$ cat src/rtl/rtc_pkg.sv
package rtc_pkg;
  typedef logic [7:0] bcd2_t;

  localparam bcd2_t SEC_LAST = 8'h59;
  localparam bcd2_t SEC_ZERO = 8'h00;

  // a legal seconds code has units 0..9 and tens 0..5
  function automatic logic bcd_sec_ok(input bcd2_t v);
    return (v[3:0] <= 4'd9) && (v[7:4] <= 4'd5);
  endfunction

  // illegal codes collapse to zero so the counter cannot wander off
  function automatic bcd2_t bcd_sec_clamp(input bcd2_t v);
    return bcd_sec_ok(v) ? v : SEC_ZERO;
  endfunction

  // plain BCD increment without the minute wrap
  function automatic bcd2_t bcd_step(input bcd2_t v);
    bcd2_t r;
    if (v[3:0] == 4'd9) begin
      r[3:0] = 4'd0;
      r[7:4] = v[7:4] + 4'd1;
    end else begin
      r[3:0] = v[3:0] + 4'd1;
      r[7:4] = v[7:4];
    end
    return r;
  endfunction
endpackage

$ cat src/rtl/rtc_run_sync.sv
module rtc_run_sync (
  input  logic clk,
  input  logic rst_n,
  input  logic tick_i,
  input  logic wr_i,
  input  logic wdata_i,
  output logic active_o,
  output logic status_o
);
  logic req_q;
  logic act_q;

  // pending request: latest software write
  always_ff @(posedge clk or negedge rst_n) begin
    if (!rst_n)    req_q <= 1'b0;
    else if (wr_i) req_q <= wdata_i;
  end

  // actual run state follows the request only at a reference strobe
  always_ff @(posedge clk or negedge rst_n) begin
    if (!rst_n)      act_q <= 1'b0;
    else if (tick_i) act_q <= req_q;
  end

  assign active_o = act_q;
  assign status_o = req_q | act_q;
endmodule

$ cat src/rtl/rtc_divider.sv
module rtc_divider #(
  parameter int W        = 8,
  parameter int FALL_BIT = 7
) (
  input  logic         clk,
  input  logic         rst_n,
  input  logic         step_i,
  output logic [W-1:0] cnt_o,
  output logic         fall_o
);
  localparam logic [W-1:0] ONE = W'(1);

  logic [W-1:0] cnt_q;
  logic         low_full;

  // the watched bit drops on an increment exactly when it and all below are 1
  assign low_full = &cnt_q[FALL_BIT:0];

  always_ff @(posedge clk or negedge rst_n) begin
    if (!rst_n)      cnt_q <= '0;
    else if (step_i) cnt_q <= cnt_q + ONE;
  end

  assign cnt_o  = cnt_q;
  assign fall_o = step_i & low_full;
endmodule

$ cat src/rtl/rtc_bcd_sec.sv
module rtc_bcd_sec
  import rtc_pkg::*;
(
  input  logic  clk,
  input  logic  rst_n,
  input  logic  adv_i,
  input  logic  load_i,
  input  bcd2_t load_val_i,
  output bcd2_t sec_o,
  output logic  ovf_o
);
  bcd2_t sec_q;
  bcd2_t sec_d;
  logic  ovf_q;
  logic  wrap;

  assign wrap = adv_i & ~load_i & (sec_q == SEC_LAST);

  always_comb begin
    sec_d = sec_q;
    if (load_i)        sec_d = bcd_sec_clamp(load_val_i);
    else if (adv_i)    sec_d = (sec_q == SEC_LAST) ? SEC_ZERO : bcd_step(sec_q);
  end

  always_ff @(posedge clk or negedge rst_n) begin
    if (!rst_n) begin
      sec_q <= SEC_ZERO;
      ovf_q <= 1'b0;
    end else begin
      sec_q <= sec_d;
      ovf_q <= wrap;
    end
  end

  assign sec_o = sec_q;
  assign ovf_o = ovf_q;
endmodule

$ cat src/rtl/rtc_sec_timer.sv
module rtc_sec_timer
  import rtc_pkg::*;
#(
  parameter int DIV_W     = 8,
  parameter int TAP32_BIT = 2,
  parameter int TAP8_BIT  = 4,
  parameter int TAP2_BIT  = 6,
  parameter int TAP1_BIT  = 7
) (
  input  logic             clk,
  input  logic             rst_n,
  input  logic             tick_i,
  input  logic             run_wr_i,
  input  logic             run_wdata_i,
  input  logic             preset_wr_i,
  input  logic [7:0]       preset_i,
  output logic             run_status_o,
  output logic [DIV_W-1:0] div_o,
  output logic [3:0]       taps_o,
  output logic [7:0]       sec_o,
  output logic             sec_ovf_o
);
  localparam int NUM_TAPS = 4;
  localparam int TapPos [NUM_TAPS] = '{TAP32_BIT, TAP8_BIT, TAP2_BIT, TAP1_BIT};

  // named internal events, visible to the bound checker
  logic run_active;
  logic div_step;
  logic sec_adv;

  rtc_run_sync u_run (
    .clk      (clk),
    .rst_n    (rst_n),
    .tick_i   (tick_i),
    .wr_i     (run_wr_i),
    .wdata_i  (run_wdata_i),
    .active_o (run_active),
    .status_o (run_status_o)
  );

  assign div_step = tick_i & run_active;

  rtc_divider #(
    .W        (DIV_W),
    .FALL_BIT (TAP1_BIT)
  ) u_div (
    .clk    (clk),
    .rst_n  (rst_n),
    .step_i (div_step),
    .cnt_o  (div_o),
    .fall_o (sec_adv)
  );

  for (genvar g = 0; g < NUM_TAPS; g++) begin : g_tap
    assign taps_o[g] = div_o[TapPos[g]];
  end

  rtc_bcd_sec u_sec (
    .clk        (clk),
    .rst_n      (rst_n),
    .adv_i      (sec_adv),
    .load_i     (preset_wr_i),
    .load_val_i (preset_i),
    .sec_o      (sec_o),
    .ovf_o      (sec_ovf_o)
  );
endmodule

$ cat config.mk
export PLATFORM = sky130hd
export DESIGN_NAME = rtc_sec_timer
export DESIGN_NICKNAME = d
export VERILOG_FILES = /design/src/rtl/rtc_pkg.sv /design/src/rtl/rtc_run_sync.sv /design/src/rtl/rtc_divider.sv /design/src/rtl/rtc_bcd_sec.sv /design/src/rtl/rtc_sec_timer.sv
export SDC_FILE = /design/constraint.sdc
export NUM_CORES = 1
export LEC_CHECK = 0
export BUFFER_PORTS_ARGS = -buffer_cell sky130_fd_sc_hd__buf_4
export CORE_ASPECT_RATIO = 0.7
export CORE_UTILIZATION = 44
export CTS_CLUSTER_SIZE = 16
export DETAILED_ROUTE_END_ITERATION = 8
export GPL_ROUTABILITY_DRIVEN = 0
export PLACE_DENSITY = 0.71
export SLEW_MARGIN = 20
export SYNTH_ARGS = -nofsm -noshare
export SYNTH_HDL_FRONTEND = slang
export SYNTH_SLANG_ARGS = --single-unit
$ cat constraint.sdc
create_clock -name clk -period 1.65 [get_ports clk]
set_input_delay 0.165 -clock clk [delete_from_list [all_inputs] [get_ports clk]]
set_output_delay 0.165 -clock clk [all_outputs]
set_load 0.005 [all_outputs]
Yosys cells after proc, flatten, opt, wreduce, memory -nomap -nowiden
Index checks and enable logic that the tools add are counted.
{ "op_classes": {"addsub": 3, "n_lt_le_gt_ge": 2, "n_eq_ne": 2, "muxes": 5, "n_bitwise": 6, "reduce_logical": 5} }
{ "ops": {"columns": ["operator", "count"], "rows": [
  ["2-to-1 mux 8 bit", 5],
  ["adder 4 x 1 -> 4 bit, second input constant", 2],
  ["adder 8 x 1 -> 8 bit, second input constant", 1],
  ["== test 8 x 7 -> 1 bit, second input constant", 1],
  ["AND reduction 8 bit", 1],
  ["AND 1 bit", 4],
  ["== test 4 bit, second input constant", 1],
  ["less-or-equal comparator 4 x 3 -> 1 bit, second input constant", 1],
  ["less-or-equal comparator 4 bit, second input constant", 1],
  ["nonzero test 3 bit", 1],
  ["AND reduction 2 bit", 1],
  ["nonzero test 2 bit", 1],
  ["logical AND 1 bit", 1],
  ["inverter 1 bit", 1],
  ["bitwise OR 1 bit", 1]
]} }
{ "totals": {"register_bits": 19, "in_bits": 14, "output_inout_bits": 22, "elab_cells": 29} }

Longest topological paths before layout
{ "logic_depth": {"word_depth": 5, "mapped_depth": 6, "mapped_depth_nobuf": 6} }

Cells and area by module
A second synthesis with hierarchy kept.
{ "hier_totals": {"cells_unflattened": 100, "area_unflattened_um2": 1074.8} }
{ "modules_own_cells": {"columns": ["mod", "n_inst", "cells_each", "area_each_um2", "seq_area_each_um2"], "rows": [
  ["rtc_bcd_sec", 1, 60, 596.8, 225.2],
  ["rtc_divider", 1, 30, 359.1, 200.2],
  ["rtc_run_sync", 1, 5, 82.6, 50.0],
  ["rtc_sec_timer", 1, 5, 36.3, 0.0]
]} }

Worst setup path before layout
OpenSTA, ideal clock, no wires.
{ "synth_timing": {"path_type": "reg2reg", "startpoint": "register u_sec.sec_q[1], in the netlist u_sec.sec_o[1]", "endpoint": "register u_sec.sec_q[4], in the netlist u_sec.sec_o[4]", "setup_time_ps": 125, "t_arrival_ps": 1728, "t_required_ps": 1525, "setup_slack_ps": -203, "path_stages_with_launch": 7, "n_path_buf": 0, "synth_period_minus_slack_ps": 1853, "cell_sequence": "dfrtp_1 inv_1 ha_1 nand3b_1 or4_4 nor2b_4 mux2_4"} }
{ "synth_via": {"elab_chain_cells": 4, "elab_cells_between_ends": 7, "cone_classes": "eq/ne: 2; mux: 3; reduce/logical: 2"} }
{ "synth_lines": {"columns": ["element", "line_no", "text"], "rows": [
  ["start, declared", "rtc_bcd_sec.sv:12", "bcd2_t sec_q;"],
  ["start signal, assigned", "rtc_bcd_sec.sv:27", "sec_q <= SEC_ZERO;"],
  ["start signal, assigned", "rtc_bcd_sec.sv:30", "sec_q <= sec_d;"],
  ["== test 8 x 7 -> 1 bit", "rtc_bcd_sec.sv:22", "else if (adv_i) sec_d = (sec_q == SEC_LAST) ? SEC_ZERO : bcd_step(sec_q);"],
  ["2-to-1 mux 8 bit (2 in a row)", "rtc_bcd_sec.sv:22", null],
  ["2-to-1 mux 8 bit", "rtc_bcd_sec.sv:21", "if (load_i) sec_d = bcd_sec_clamp(load_val_i);"]
]} }
Several ways; a longest one is shown, not always the timed one. The select of a mux whose other input is x is not followed.
A chain may end at the register's enable or synchronous reset.

Final worst setup path
Same ends and word-level chain as after synthesis.

==> parameters.txt <==
Parameter                              Value

Routing
  Starting DRT DRC Count ... 36
  Number of remaining DRC errors ... 0
  Routed wirelength normalized by instance count ... 14.62 um
  Router iterations before antenna repair ... 4
  Total Routed Length ... 2938 um
  Ratio of routed vias to standard cells ... around 5.3
  Routed vias ... between 1000 and 1500
  Remaining number of nets flagged by the antenna check after routing ... 0

Floorplan
  Die width ... just over 60 um
  Core region area ... roughly 2200 um^2
  Die area ... roughly 2700 um^2
  Chip Height ... ~44 um
  Placement row count ... 14
  Initial cell density of the core ... slightly below 50%
  Number of I/O pins ... 36

Timing
  Final period util ... 109.8%
  Fin Clk Skew ... approximately 0.0032 ns
  Endpoints failing setup ... 4
  Count of endpoints failing hold in the final timing report ... 0
  Peak Freq ... between 500 and 600 MHz
  Relative slew slack ... 81.52%
  Slew at the pin closest to its max-slew limit ... between 0.2 and 0.3 ns
  Final setup margin ... -0.1622 ns
  Total count of max-transition violations in the final report ... 0
  Min Clock Period, post-route ... around 1.8 ns
  Setup repair after global routing missed its margin ... true

Yosys
  Dominant cells by area after synthesis ... sky130_fd_sc_hd__dfrtp_1 43%, sky130_fd_sc_hd__ha_1 5.7%, sky130_fd_sc_hd__nand2_1 3.8%
  Most common library cells after synthesis ... 19 x sky130_fd_sc_hd__dfrtp_1, 11 x sky130_fd_sc_hd__nand2_1, 6 x sky130_fd_sc_hd__nor2_1
  Flop and latch count out of synthesis ... 19
  Leading area contributor after synthesis ... sky130_fd_sc_hd__dfrtp_1
  Share of Yosys cell area claimed by the top area cell type ... about 43%
  Post-Synthesis Net Count ... 125
  Top FF cell, synth ... sky130_fd_sc_hd__dfrtp_1
  Count of mapped cells out of synthesis ... approximately 110
  Netlist area before placement ... ~1100 um^2
  Post-Syn Area per Cell ... ~10 um^2
  Number of synthesized flops with an enable pin ... 0
  Most frequent cell after synthesis ... sky130_fd_sc_hd__dfrtp_1
  Share of async-settable or async-resettable flops after synthesis ... 100.0%
  Post-synthesis cell type count ... slightly above 40
  Fraction of the yosys area taken by sequential cells ... 43.38%
  Warning count from the yosys run ... 0

Setup path
  Number of cells on the critical path ... 6
  Critical Path Max Stage Delay ... between 0.5 and 0.6 ns
  Reg2reg end ... u_sec.sec_o[4]
  Critical path's slowest cell ... sky130_fd_sc_hd__or4_4
  Critical path required time ... ~1.9 ns
  FF-to-FF path depth ... 6
  Highest fanout seen on the critical path ... 4
  Flop-to-flop setup slack ... -0.16 ns
  Data arrival time at the worst-slack endpoint ... 2.02 ns
  Family with the most delay on the worst path ... simple AND/OR/NAND/NOR gates
  Crit path to ... u_sec.sec_o[4]
  Buffers plus inverters on the worst setup path ... 1
  Startpoint of the lowest-slack register-to-register path ... u_sec.sec_o[1]
  Category of the worst setup path capture point ... flop
  Series of cell instances along the critical path ... inv_2 > ha_4 > nand3b_1 > or4_4 > nor2b_4 > mux2_4
  Nature of the critical path startpoint ... flop
  Worst Setup SP ... u_sec.sec_o[1]
  CP Class ... reg -> reg

Global routing
  Combined global-route utilization of all metal layers ... between 20% and 30%
  Total global routing overflow ... 0
  Global-route wire length before repair ... around 4500 um
  Number of global-route vias before repair ... 969
  Antenna violations before repair ... 0
  Maximum number of pins on one net before global-route repair ... 20

CTS
  H-Tree Depth ... 1
  Number of clock sinks ... 19
  Clock network latency to the later pin of the worst-skew pair ... 0.31 ns
  Total CTS buffers ... 3
  Clock Tree Root ... sky130_fd_sc_hd__clkbuf_4
  TritonCTS clock tree ... yes
  CTS max path bufs ... 2
  Reg clk slew, reported paths ... around 0.12 ns

Status
  Run status ... complete, but fails checks
  Violations in the final reports ... negative setup slack

Worst hold path
  Worst hold path stage count ... 3
  Path class of the lowest-slack min-delay path ... in -> reg

Final layout
  Inserted Diodes ... 0
  Layout overhead on the synthesized area ... 50.11%
  Share of post-route cells with drive strength above 1 ... a little under 50%
  Final core area utilization ... 73.38%
  Area occupied by multi-input gates ... around 600 um^2
  Filler Cells Inserted ... between 150 and 200
  Post-layout nets ... roughly 190
  Finished Layout Cells ... roughly 200
  Layout Cell Area excl Fill ... between 1500 and 2000 um^2
  Area of all sequential standard cells ... around 480 um^2

Power and ir drop
  Peak supply drop ... 563.1 uV
  Power density over the cells ... 889.0 nW/um^2
  Standby leakage power ... about 0.00082 uW

Place
  Cell area after placement ... approximately 1600 um^2
  Post-detailed-placement half-perimeter wirelength ... 2172 um
  Placed cells ... between 150 and 200
  Number of I/O port buffers ... 35

Job
  # Max-Cap Violations ... 0
-- metal layers --
metal	track usage (%)	up-vias	part of all wire, %
met5	0	-	0
met4	5.333	0	0.31
met3	5.373	2	5.1
met2	37.63	42	49
met1	33.21	507	45
li1	-	506	-
-- kinds of logic after synthesis --
family          Yosys count  share of synthesized area, %
buf+inv                   8                         4.109
mux                       6                         6.278
compound gates           16                         9.933
fa+ha+maj                 5                         5.708
xor+xnor                  7                         5.594
simple gates             45                         25.00
flops                    19                         43.38
-- repair_timing --
item | CTS | global route
buffers inserted | 2 | 0
gates resized for setup | 4 | 1
hold buffers | 1 | 0
setup endpoints to repair | 4 | 6
pin swaps | 0 | 0
hold endpoints to repair | 19 | 0
-- worst min-delay path, stage by stage --
cell and delay [ns]:
sky130_fd_sc_hd__buf_4 0.08, sky130_fd_sc_hd__a32oi_1 0.05, sky130_fd_sc_hd__nand2_1 0.06
-- placed cells by master (no fill, tap or decap), types with 3 or more instances in the layout --
cell / Yosys / final
sky130_fd_sc_hd__xnor2_1: 3 / 3
sky130_fd_sc_hd__nor2_1: 6 / 6
sky130_fd_sc_hd__clkbuf_4: 0 / 3
sky130_fd_sc_hd__ha_1: 5 / 3
sky130_fd_sc_hd__mux2_2: 3 / 3
sky130_fd_sc_hd__nor2b_1: 3 / 3
sky130_fd_sc_hd__a21oi_1: 4 / 4
sky130_fd_sc_hd__o21ai_0: 3 / 3
sky130_fd_sc_hd__xor2_1: 4 / 4
sky130_fd_sc_hd__nand2_1: 11 / 10
sky130_fd_sc_hd__dfrtp_1: 19 / 19
sky130_fd_sc_hd__buf_4: 4 / 63
sky130_fd_sc_hd__nand3_1: 4 / 4
-- stage by stage --
stage	setup WS, ns	hold slack (ns)	setup TNS (ns)	total power, uW
final	-0.1622	0.06410	-0.4602	1463
after global routing	-0.1982	0.06920	-0.6802	1561
after CTS	-0.1342	0.06890	-0.3440	1453
after detailed placement	-0.1588	0.05385	-0.5528	1193
after global placement	-0.09189	0.05415	-0.2937	1172
after floorplan	-0.2030	-0.1306	-0.4915	855.1
-- flip-flops by register name (all words and copies together) (netlist names) --
name	cells
u_run.active_o	1
u_div.cnt_o	8
u_sec.sec_o	8
u_sec.ovf_o	1
u_run.req_q	1
-- area by class of cell --
| type | count | share of cell area (%) |
|---|---|---|
| clock buffer | 3 | 1.369 |
| clock inverter | 1 | 0.3042 |
| sequential | 19 | 28.90 |
| timing repair buffer | 64 | 29.35 |
| inverter | 3 | 0.6844 |
| multi-input combinational | 79 | 36.96 |
| tap | 32 | 2.433 |
-- power breakdown --
part	switching [uW]	leakage [uW]	internal (uW)
sequential	63.4	0.000248	545
clock	160	0.0000177	90.7
combinational	249	0.000550	355
-- worst min-delay path by stage --
stage	startpoint	endpoint
2_1_floorplan	rst_n	u_div.cnt_o[0]
3_3_place_gp	rst_n	u_run.req_q
3_5_place_dp	rst_n	u_run.active_o
4_1_cts	preset_i[0]	u_sec.sec_o[0]
5_1_grt	preset_i[0]	u_sec.sec_o[0]
6_report	preset_i[0]	u_sec.sec_o[0]
Note: power is estimated with default switching activity, not from simulation.
